$ cat src/rtl/ovp_pkg.sv
package ovp_pkg;
  localparam int ADC_W    = 6;
  localparam int NTAP     = (1 << ADC_W) - 1;
  localparam int DLY_W    = 4;
  localparam int CNT_W    = (1 << DLY_W);
  localparam int TUNE_W   = 4;
  localparam int RAMP_LEN = 16;
  localparam int RAMP_W   = $clog2(RAMP_LEN);

  typedef enum logic [1:0] {
    PS_RUN  = 2'd0,
    PS_HOLD = 2'd1,
    PS_RAMP = 2'd2
  } prot_state_e;
endpackage

$ cat src/rtl/ovp_therm_enc.sv
module ovp_therm_enc #(
  parameter int ADC_W = ovp_pkg::ADC_W,
  localparam int NT   = (1 << ADC_W) - 1
) (
  input  logic             clk_i,
  input  logic             rst_ni,
  input  logic [NT-1:0]    therm_i,
  output logic [ADC_W-1:0] code_o
);
  logic [NT+1:0]    ext;
  logic [NT-1:0]    fix;
  logic [ADC_W-1:0] code_d;
  logic [ADC_W-1:0] code_q;

  // pad: assumed one below the lowest tap, zero above the highest
  assign ext = {1'b0, therm_i, 1'b1};

  for (genvar i = 0; i < NT; i++) begin : g_maj
    assign fix[i] = (ext[i] & ext[i+1]) | (ext[i+1] & ext[i+2]) | (ext[i] & ext[i+2]);
  end

  always_comb begin
    logic hit;
    hit    = 1'b0;
    code_d = ADC_W'(NT);
    for (int i = 0; i < NT; i++) begin
      if (!hit && !fix[i]) begin
        code_d = ADC_W'(i);
        hit    = 1'b1;
      end
    end
  end

  always_ff @(posedge clk_i or negedge rst_ni) begin
    if (!rst_ni) code_q <= '0;
    else         code_q <= code_d;
  end

  assign code_o = code_q;
endmodule

$ cat src/rtl/ovp_persist.sv
module ovp_persist #(
  parameter int ADC_W = ovp_pkg::ADC_W,
  parameter int DLY_W = ovp_pkg::DLY_W,
  localparam int CNT_W = (1 << DLY_W)
) (
  input  logic             clk_i,
  input  logic             rst_ni,
  input  logic [ADC_W-1:0] code_i,
  input  logic [ADC_W-1:0] thresh_i,
  input  logic [DLY_W-1:0] dly_i,
  input  logic             en_i,
  output logic             trip_o
);
  logic [CNT_W-1:0] cnt_q;
  logic [CNT_W-1:0] lim;
  logic             over;

  assign lim    = (CNT_W'(1) << dly_i) - CNT_W'(1);
  assign over   = en_i && (code_i >= thresh_i);
  assign trip_o = over && (cnt_q == lim);

  // saturates at the limit so the trip stays asserted while overcurrent persists
  always_ff @(posedge clk_i or negedge rst_ni) begin
    if (!rst_ni)              cnt_q <= '0;
    else if (!over)           cnt_q <= '0;
    else if (cnt_q != lim)    cnt_q <= cnt_q + CNT_W'(1);
  end
endmodule

$ cat src/rtl/ovp_prot_fsm.sv
module ovp_prot_fsm #(
  parameter int RAMP_LEN = ovp_pkg::RAMP_LEN,
  localparam int RAMP_W  = $clog2(RAMP_LEN)
) (
  input  logic clk_i,
  input  logic rst_ni,
  input  logic trip_i,
  input  logic pd_i,
  input  logic rel_i,
  output logic alarm_o,
  output logic prot_o,
  output logic decouple_o,
  output logic gate_o
);
  import ovp_pkg::*;

  prot_state_e       state_q, state_d;
  logic [RAMP_W-1:0] rc_q, rc_d;
  logic              alarm_q;
  logic              rel_ok;

  assign rel_ok = (state_q == PS_HOLD) && rel_i;

  always_comb begin
    state_d = state_q;
    rc_d    = rc_q;
    unique case (state_q)
      PS_RUN:  if (trip_i || pd_i) state_d = PS_HOLD;
      PS_HOLD: if (rel_i) begin
                 state_d = PS_RAMP;
                 rc_d    = '0;
               end
      PS_RAMP: begin
        if (trip_i || pd_i)                         state_d = PS_HOLD;
        else if (rc_q == RAMP_W'(RAMP_LEN - 1))     state_d = PS_RUN;
        else                                        rc_d    = rc_q + RAMP_W'(1);
      end
      default: state_d = PS_RUN;
    endcase
  end

  always_ff @(posedge clk_i or negedge rst_ni) begin
    if (!rst_ni) begin
      state_q <= PS_RUN;
      rc_q    <= '0;
      alarm_q <= 1'b0;
    end else begin
      state_q <= state_d;
      rc_q    <= rc_d;
      if (trip_i)      alarm_q <= 1'b1;
      else if (rel_ok) alarm_q <= 1'b0;
    end
  end

  assign alarm_o    = alarm_q;
  assign prot_o     = (state_q == PS_HOLD);
  assign gate_o     = (state_q == PS_HOLD);
  assign decouple_o = (state_q != PS_RUN);
endmodule

$ cat src/rtl/ovp_ctrl.sv
module ovp_ctrl #(
  parameter int ADC_W    = ovp_pkg::ADC_W,
  parameter int DLY_W    = ovp_pkg::DLY_W,
  parameter int TUNE_W   = ovp_pkg::TUNE_W,
  parameter int RAMP_LEN = ovp_pkg::RAMP_LEN,
  localparam int NT      = (1 << ADC_W) - 1
) (
  input  logic              clk_i,
  input  logic              rst_ni,
  input  logic [NT-1:0]     therm_i,
  input  logic [TUNE_W-1:0] lsb_tune_i,
  input  logic [ADC_W-1:0]  thresh_i,
  input  logic [DLY_W-1:0]  delay_sel_i,
  input  logic              alarm_en_we_i,
  input  logic              alarm_en_d_i,
  input  logic              pd_cmd_i,
  input  logic              rel_cmd_i,
  output logic [TUNE_W-1:0] lsb_tune_o,
  output logic [ADC_W-1:0]  code_o,
  output logic              alarm_o,
  output logic              prot_o,
  output logic              amp_decouple_o,
  output logic              gate_to_buf_o
);
  logic             alarm_en_q;
  logic             trip;
  logic [ADC_W-1:0] code;

  always_ff @(posedge clk_i or negedge rst_ni) begin
    if (!rst_ni)            alarm_en_q <= 1'b0;
    else if (alarm_en_we_i) alarm_en_q <= alarm_en_d_i;
  end

  ovp_therm_enc #(.ADC_W(ADC_W)) u_enc (
    .clk_i   (clk_i),
    .rst_ni  (rst_ni),
    .therm_i (therm_i),
    .code_o  (code)
  );

  ovp_persist #(.ADC_W(ADC_W), .DLY_W(DLY_W)) u_per (
    .clk_i    (clk_i),
    .rst_ni   (rst_ni),
    .code_i   (code),
    .thresh_i (thresh_i),
    .dly_i    (delay_sel_i),
    .en_i     (alarm_en_q),
    .trip_o   (trip)
  );

  ovp_prot_fsm #(.RAMP_LEN(RAMP_LEN)) u_fsm (
    .clk_i      (clk_i),
    .rst_ni     (rst_ni),
    .trip_i     (trip),
    .pd_i       (pd_cmd_i),
    .rel_i      (rel_cmd_i),
    .alarm_o    (alarm_o),
    .prot_o     (prot_o),
    .decouple_o (amp_decouple_o),
    .gate_o     (gate_to_buf_o)
  );

  assign code_o     = code;
  assign lsb_tune_o = lsb_tune_i;
endmodule

$ cat config.mk
export PLATFORM = sky130hd
export DESIGN_NAME = ovp_ctrl
export DESIGN_NICKNAME = d
export VERILOG_FILES = /design/src/rtl/ovp_pkg.sv /design/src/rtl/ovp_therm_enc.sv /design/src/rtl/ovp_persist.sv /design/src/rtl/ovp_prot_fsm.sv /design/src/rtl/ovp_ctrl.sv
export SDC_FILE = /design/constraint.sdc
export NUM_CORES = 1
export LEC_CHECK = 0
export ABC_AREA = 1
export CORE_AREA = 5 5 136 86
export CTS_BUF_LIST = sky130_fd_sc_hd__clkbuf_4
export CTS_CLUSTER_SIZE = 20
export DETAILED_ROUTE_END_ITERATION = 7
export DIE_AREA = 0 0 141 91
export DONT_BUFFER_PORTS = 1
export MAX_ROUTING_LAYER = met4
export SETUP_SLACK_MARGIN = 0.1
export SYNTH_ARGS = -nofsm -noshare
export SYNTH_HDL_FRONTEND = slang
export SYNTH_SLANG_ARGS = --single-unit
export TNS_END_PERCENT = 30
$ cat constraint.sdc
create_clock -name clk_i -period 3.2 [get_ports clk_i]
set_clock_uncertainty 0.2 [all_clocks]
set_input_delay 0.64 -clock clk_i [delete_from_list [all_inputs] [get_ports clk_i]]
set_output_delay 0.64 -clock clk_i [all_outputs]
set_load 0.005 [all_outputs]
* Word-level counts from Yosys, hierarchy flattened
Cells that the tools add are included.
** Word-level totals
- Word-level logic and storage cells :: 602
- Output and inout port bits :: 14
- Bits of input ports :: 83
- Register bits after elaboration :: 30
** Cells by class
- Reductions and logical operators :: 195
- Mux-type cells :: 138
- Eq/ne operators :: 11
- $lt $le $gt $ge :: 1
- Add/sub/neg operators :: 3
- Bitwise gates (word level) :: 247
- Shift operators :: 1
** Operator list (count)
- two-way mux 6 bit :: 63
- bitwise OR 1 bit :: 124
- AND 1 bit :: 123
- zero test 1 bit :: 123
- logical AND 1 bit :: 65
- two-way mux 1 bit :: 64
- two-way mux 16 bit :: 2
- adder 16 x 1 -> 16 bit, second input constant :: 1
- == test 16 bit :: 1
- != test 16 bit :: 1
- << shifter 1 x 4 -> 16 bit, first input constant :: 1
- subtractor 16 x 2 -> 16 bit, second input constant :: 1
- two-way mux 4 bit :: 3
- two-way mux 2 bit :: 4
- != test 2 bit, second input constant :: 4
- case mux 4 bit (2 select lines) :: 1
- greater-or-equal comparator 6 bit :: 1
- case mux 2 bit (3 select lines) :: 1
- nonzero test 2 bit :: 3
- adder 4 x 1 -> 4 bit, second input constant :: 1
- == test 4 bit, second input constant :: 1
- AND reduction 4 bit :: 1
- != test 3 x 1 -> 1 bit, second input constant :: 1
- AND reduction 3 bit :: 1
- 5 further kinds :: 5

* Longest topological paths before layout
Gate-level depths: netlist of run 1.
- Depth after elaboration :: 189
- Depth in mapped cells :: 37
- Mapped depth without buffers :: 37

* Hierarchy
Synthesis of run 1 repeated with hierarchy kept, for this count alone.
** Second synthesis, totals
- Cells, all modules :: 832
- Area, all modules :: 4543.1 sq um
** By module, submodules not included
- ovp_therm_enc :: area each 2240.9 sq um, seq. area each 150.1 sq um, instances 1, cells an instance 451
- ovp_persist :: area each 1851.8 sq um, seq. area each 400.4 sq um, instances 1, cells an instance 328
- ovp_prot_fsm :: area each 380.4 sq um, seq. area each 175.2 sq um, instances 1, cells an instance 44
- ovp_ctrl :: area each 70.1 sq um, seq. area each 25.0 sq um, instances 1, cells an instance 9

* Worst setup path before layout of run 1
OpenSTA, ideal clock, no wires.
- Path type :: input-to-reg
- Start :: input port therm_i[2]
- End :: register u_enc.code_q[0], in the netlist u_enc.code_o[0]
- Library setup time :: 0.116 ns
- Buffers on the path :: 0
- Arrival :: 4.190 ns
- Slack :: -1.305 ns
- Cell stages on the path :: 35
- Cells stage by stage :: nand2_2 -> nand2_2 -> nand2_2 -> nor2_4 -> nand4_2 -> nor2_2 -> nand4_2 -> nor2_4 -> nand4_4 -> nor2_4 -> nand4_2 -> nor2_2 -> nand4_1 -> nor2_2 -> nand4_2 -> nor2_2 -> nand4_2 -> nor2_2 -> nand4_2 -> nor2_4 -> nand4_4 -> nor2_4 -> nand4_4 -> nor2_4 -> nand4_4 -> nor2_4 -> nand4_4 -> nor2_4 -> nand4_4 -> nor2_4 -> nand4_1 -> nor2_2 -> nand3_1 -> nor2_1 -> nor2_1
** Between the ends
- Cells in the longest elaborated chain, start to end :: 189
- Elaborated cells on any way between the ends :: 259
** RTL lines
- start, declared :: line ovp_ctrl.sv:10 : input logic [NT-1:0] therm_i,
- AND 1 bit :: line ovp_therm_enc.sv:19 : assign fix[i] = (ext[i] & ext[i+1]) | (ext[i+1] & ext[i+2]) | (ext[i] & ext[i+2]);
- bitwise OR 1 bit (2 in series) :: line ovp_therm_enc.sv:19
- zero test 1 bit :: line ovp_therm_enc.sv:27 : if (!hit && !fix[i]) begin
- logical AND 1 bit :: line ovp_therm_enc.sv:27
- two-way mux 1 bit :: line ovp_therm_enc.sv:27
- zero test 1 bit :: line ovp_therm_enc.sv:27
- logical AND 1 bit :: line ovp_therm_enc.sv:27
- two-way mux 1 bit :: line ovp_therm_enc.sv:27
- [173 not listed]
- two-way mux 1 bit :: line ovp_therm_enc.sv:27
- zero test 1 bit :: line ovp_therm_enc.sv:27
- logical AND 1 bit :: line ovp_therm_enc.sv:27
- two-way mux 1 bit :: line ovp_therm_enc.sv:27
- zero test 1 bit :: line ovp_therm_enc.sv:27
- logical AND 1 bit :: line ovp_therm_enc.sv:27
- two-way mux 6 bit * :: line ovp_therm_enc.sv:27
- named net u_enc.code_d[0] :: line ovp_therm_enc.sv:12 : logic [ADC_W-1:0] code_d;
- end signal, assigned :: line ovp_therm_enc.sv:36 : else code_q <= code_d;
- end, declared :: line ovp_therm_enc.sv:13 : logic [ADC_W-1:0] code_q;
Mark *: on every way through the listed nets, which the timed path passes. The rest lies on a longest branch.
A chain may end at the register's enable or synchronous reset.

* Worst setup path after layout of run 1
- Start :: input port therm_i[2]
- End :: register u_enc.code_q[1], in the netlist u_enc.code_o[1]
Same word-level chain as after synthesis.

==> results.toml, run 1 <==
[cts]
clkSlewWorstSetupHoldPaths_ns = 0.10
cts_tree = "built"
cts_buffers = 5
clockBufferDepth = 2
clk_latency_ns = 0.34
cts.sinks = 30
htree_levels = 2
cts-root-buf = "clkbuf_4"

[timing]
maxSlewHeadroom = 0.6456
worst_pin_slew_ns = 0.5261
hold_slack_ns = 0.2698
fin_ws_ns = -1.224
timing.final.crit_period_ns = 4.424
slew_viol_final = 0
tns_ns = -5.466
hold_viol = 0
finalSetupViolCount = 8
timing.fmax_mhz = 226.0
rsz0062_at_grt = "true"
post-route-period-util = 1.383

[floorplanning]
die_y_um = 91
row_count = 29
dieArea_um2 = 12830
die_w_um = 141
initial_core_util = 0.3879
ioPinCount = 97
coreArea_um2 = 10300

[power_and_ir_drop]
p_sw_uw = 433.2
p_clk_frac = 0.260
p_total_mw = 1.187
power_leakage_nw = 2.785
power_switching_share = 0.3649
seq_power_share = 0.350
powerDensity_nw_per_um2 = 220.1
power.internal_uw = 753.9
comb_power_share = 0.390
peakVddDrop_mv = 0.1465

[setup_path]
cp_max_fo = 4
crit_type = "input port to register"
critPathArrivalTime_ns = 4.45
start_kind = "input port"
cpMaxStageDelayCell = "nor2_2"
r2r_slack_ns = 0.13
slowest_delay_ns = 0.21
end_kind = "register"
crit_top_cell = "nor2_4"
worstPathRequired_ns = 3.23

[synthesis]
synthArstFlopShare = 1.000
ys_top_cells_by_area = "dfrtp_1, inv_1, nor2_1"
syn_area_um2 = 3998
synthFlopType = "dfrtp_1"
ys_seq_area_frac = 0.1878
synth_edf_count = 0
ys_warn_count = 0
synth_area_leader_cell = "dfrtp_1"
syn_area_per_cell_um2 = 5.958
syn_inst = 671
synth_fp_nets = 763
synth_top_area_share = 0.1878
yosysUniqueCellTypes = 37
ys_ff_latch = 30

[finish]
area_growth_syn_to_layout_pct = 34.93
final_area_um2 = 5394
final_common_cell = "inv_1"
final_nets = 880
final_cell_mix = "inv_1, buf_4, nor2_1, nand2_1, o21ai_0"
drive_above_1_share = 0.2535
fillers = 1034
diodes = 0

[route]
drc = 0
drt-initial-drc-count = 264
wl_per_cell_um = 12.59
vias = 4568
vias_per_cell = 4.922
antenna_left = 0
dr.pass1.iters = 5
wl_um = 11680

[global_routing]
grt_overflow = 0
track_usage = 0.1849
grt_pass1_wl_um = 19540
grt_pass1_vias = 4323
grt_start_max_net_pins = 31
antenna_found_initial = 0

[outcome]
violations = "setup timing"
status = "complete, but fails checks"

[run]
drv_cap = 0

[place]
post_dp_cell_area_um2 = 4932
place_congestion = 0.9404
hpwlAfterDp_um = 9692
port_buffers = 0

[hold_path]
worst_hold_path_type = "input port to register"
-- power by group through the flow --
stage          clock network, mW  logic [mW]  registers [mW]
4_1_cts                    0.322       0.435           0.415
3_5_place_dp                   0       0.413           0.423
2_1_floorplan                  0       0.287           0.419
5_1_grt                    0.339       0.522           0.420
6_report                   0.308       0.463           0.416
3_3_place_gp                   0       0.404           0.422
-- state kept, by name, summed over array words and instances (netlist names) --
name and flops:
u_fsm.state_q 2, u_fsm.alarm_o 1, alarm_en_q 1, u_enc.code_o 6, u_per.cnt_q 16, u_fsm.rc_q 4
-- kinds of logic (layout without fill, tap and decap cells) --
group           after synthesis  after routing  share of synthesized area
compound gates              105            105                     0.1474
xor+xnor                     17             17                    0.03725
fa+ha+maj                    10             10                    0.03067
buf+inv                     163            281                     0.1577
flops                        30             30                     0.1878
mux                           1              1                   0.002817
simple gates                345            345                     0.4363
-- worst paths after layout --
kind	startpoint	to	cells after the start
min in group asynchronous	rst_ni	u_per.cnt_q[3]	2
worst max register to register	u_per.cnt_q[10]	u_per.cnt_q[15]	20
worst max-delay path	therm_i[2]	u_enc.code_o[1]	35
max in group asynchronous	rst_ni	u_enc.code_o[4]	2
worst min-delay path	alarm_en_d_i	alarm_en_q	1
worst min register to register	u_per.cnt_q[14]	u_per.cnt_q[14]	1
-- cell type report --
class	instances	area, um^2	share of cell area
clock buffer	5	37.54	0.006959
clock inverter	3	40.04	0.007423
tap	139	173.9	0.03224
inverter	156	590.6	0.1095
multi-input combinational	478	2904	0.5384
timing repair buffer	117	897.1	0.1663
sequential	30	750.7	0.1392
-- routing by layer --
metal  wire length, um  global-route usage  vias to the layer above
li1                  -                   -                     2409
met1              5705              0.2547                     2039
met2              5132              0.2826                      114
met3               789             0.04567                        6
met4                57             0.02500                        0
met5                 0                   -                        -
-- per-stage QoR --
stage            util  std cells  worst slack (ns)
2_1_floorplan       -        671            -1.300
3_3_place_gp   0.4786        902            -1.408
3_5_place_dp   0.4786        902            -1.607
4_1_cts        0.4988        920            -1.177
5_1_grt        0.5234        928            -1.605
6_report       0.5234        928            -1.224
-- cell usage after synthesis (6+ instances only) --
cell,count
xor2_1,15
nand4_2,6
nor2_4,9
dfrtp_1,30
o21ai_0,42
o21bai_1,8
nor3_1,23
nand4_4,6
a21oi_1,39
ha_1,9
nor2_1,119
nand2_1,96
inv_1,154
nand4_1,23
nand3_1,27
nor4_1,17
nor2_2,6
-- worst max-delay path, delay by kind of cell --
kind	cells	cell delay [ns]
simple gates	35	3.80
-- repair_timing --
item                                    CTS  global route
hold buffers                              2             0
hold endpoints to repair                 30             0
resized for setup                        10            46
buffers inserted                          8             8
pin swaps                                 1            25
endpoints found under the setup margin   11            20
Power figures use the tool's default switching activity.
==> inputs of run 2 (changes only) <==
Settings changed: CTS_CLUSTER_SIZE 20 to default.
==> results of run 2 <==
No change in the layout: final DEF, timing and power equal those of run 1.
==> inputs of run 3 (changes only) <==
Settings changed: CORE_AREA 5 5 136 86 to 5 5 144 91, DIE_AREA 0 0 141 91 to 0 0 149 96, SYNTH_HIERARCHICAL from default to 1.
==> run 3 against run 2 <==
Against the previous run: the flow still finishes with violations (setup timing); die area rose by 11%; largest power group is now registers; core utilization decreased by 6.9 points; sequential power up 1%; critical path type unchanged; synthesized area grew 14%; clock power down 22%.
==> results.toml, run 3 <==
[synthesis]
synth_fp_nets = 924
syn_inst = 832
syn_area_per_cell_um2 = 5.460
ys_ff_latch = 30
synth_area_leader_cell = "dfrtp_1"
yosysMostFrequentCell = "nand2_1"
synthArstFlopShare = 1.000
syn_area_um2 = 4543
synth_edf_count = 0
ys_seq_area_frac = 0.1652
ys_warn_count = 6
synthTopCellsByCount = "nand2_1, inv_1, nor2_1"
yosysUniqueCellTypes = 37
synthFlopType = "dfrtp_1"
synth_top_area_share = 0.1652
ys_top_cells_by_area = "dfrtp_1, nand2_1, inv_1"

[cts]
clockBufferDepth = 2
clk_latency_ns = 0.36
cts.sinks = 30
cts_buffers = 5
clkSlewWorstSetupHoldPaths_ns = 0.11
htree_levels = 2
cts_tree = "built"
cts-root-buf = "clkbuf_4"

[finish]
final_nets = 994
largest_register_ffs = 16
regMostFlops = "u_per/cnt_q"
drive_above_1_share = 0.1617
final_cell_mix = "nand2_1, inv_1, nor2_1, buf_4, nand3_1"
final_common_cell = "nand2_1"
area_growth_syn_to_layout_pct = 17.19
multi_input_area_um2 = 3059
regArea_um2 = 750.7
diodes = 0
fillers = 1259

[timing]
fin_ws_ns = -1.294
hold_slack_ns = 0.1743
hold_viol = 0
finalSetupViolCount = 5
post-route-period-util = 1.404
timing.fmax_mhz = 222.5
worst_pin_slew_ns = 0.5141
slew_viol_final = 0
rsz0062_at_grt = "true"
timing.final.crit_period_ns = 4.494
maxSlewHeadroom = 0.6541

[hold_path]
holdCritStartpoint = "rel_cmd_i"
worst_hold_path_type = "input port to register"
min_to = "u_fsm/state_q[0]"
hold_depth = 1

[route]
wl_per_cell_um = 11.97
drc = 0
dr.pass1.iters = 5
drt-initial-drc-count = 433
vias = 5194
vias_per_cell = 4.863
drt-met1-wl_um = 7079
antenna_left = 0
met3_wirelength_um = 1183
top_layer = "met4"
dr_wl_met2_um = 4473
wl_um = 12780

[global_routing]
grt_overflow = 0
track_usage = 0.1851
grt_pass1_wl_um = 21380
grt_start_max_net_pins = 31
grt_pass1_vias = 4615
antenna_found_initial = 0

[outcome]
status = "complete, but fails checks"
violations = "setup timing"

[setup_path]
slowest_delay_ns = 0.16
worstPathRequired_ns = 3.24
crit_top_cell = "nor2_2"
r2r_start = "u_per/cnt_q[2]"
critPathArrivalTime_ns = 4.53
reg2regPathDepth = 15
worstReg2RegEnd = "u_fsm/rc_q[3]"
r2r_slack_ns = 0.86
start_kind = "input port"
end_kind = "register"
cpMaxStageDelayCell = "nor2_2"
cp_max_fo = 4
crit_type = "input port to register"

[floorplanning]
die_w_um = 149
coreArea_um2 = 11710
initial_core_util = 0.3878
ioPinCount = 97
row_count = 31
dieArea_um2 = 14300
die_y_um = 96

[place]
port_buffers = 0
place_congestion = 0.9449
hpwlAfterDp_um = 10660

[power_and_ir_drop]
peakVddDrop_mv = 0.1775
p_total_mw = 1.070
powerDensity_nw_per_um2 = 201.1
power_leakage_nw = 2.803

[run]
drv_cap = 0
[run 3: cell type report]
| type | count | area share |
|---|---|---|
| clock buffer | 5 | 0.007051 |
| clock inverter | 3 | 0.003055 |
| inverter | 180 | 0.1269 |
| multi-input combinational | 610 | 0.5746 |
| sequential | 30 | 0.1410 |
| tap | 165 | 0.03878 |
| timing repair buffer | 75 | 0.1086 |
[run 3: repair_timing]
| item | 4_1_cts | 5_1_grt |
|---|---|---|
| pin swaps | 3 | 3 |
| setup buffers | 2 | 2 |
| endpoints found under the hold margin | 30 | 0 |
| endpoints found under the setup margin | 5 | 5 |
| gates resized for setup | 3 | 1 |
| hold buffers | 2 | 0 |
[run 3: stage by stage]
stage               setup WS, ns  cell area [um^2]  instances    util  TNS, ns
floorplan                 -1.188              4546        832       -   -5.164
global placement          -1.542              5195       1054  0.4435   -7.086
detailed placement        -1.675              5195       1054  0.4435   -7.510
CTS                       -1.282              5306       1066  0.4530   -5.606
global route              -1.857              5324       1068  0.4545   -8.123
finish                    -1.294              5324       1068  0.4545   -5.605
[run 3: worst max-delay path, delay by kind of cell]
family / cells / cell delay, ns
AND/OR/NAND/NOR: 33 / 3.87
[run 3: power breakdown]
part | internal [mW] | leakage [nW] | switching, mW
sequential | 0.399 | 0.408 | 0.0233
clock | 0.0816 | 0.0286 | 0.159
combinational | 0.158 | 2.37 | 0.250
total | 0.638 | 2.80 | 0.432
[run 3: logic make-up after synthesis]
| kind of cell | after synthesis | share of synthesized area |
|---|---|---|
| AO/OA/AOI/OAI | 71 | 0.08731 |
| AND/OR/NAND/NOR | 519 | 0.5362 |
| XOR/XNOR | 11 | 0.02121 |
| flip-flops | 30 | 0.1652 |
| buffers and inverters | 192 | 0.1652 |
| adder cells (fa/ha/maj) | 9 | 0.02479 |
[run 3: per-layer routing]
metal  track usage  up-vias
met2        0.2343      156
met3       0.04847        9
met5             -        -
met1        0.2911     2241
met4       0.02361        0
li1              -     2788
[run 3: worst max path at each step]
stage               startpoint              end  cells after the start  slack [ns]
global route        therm_i[1]  u_enc/code_o[0]                     33       -1.86
floorplan           therm_i[6]  u_enc/code_o[0]                     35       -1.19
CTS                 therm_i[4]  u_enc/code_o[1]                     33       -1.28
finish              therm_i[4]  u_enc/code_o[1]                     33       -1.29
detailed placement  therm_i[4]  u_enc/code_o[1]                     33       -1.68
global placement    therm_i[4]  u_enc/code_o[1]                     33       -1.54
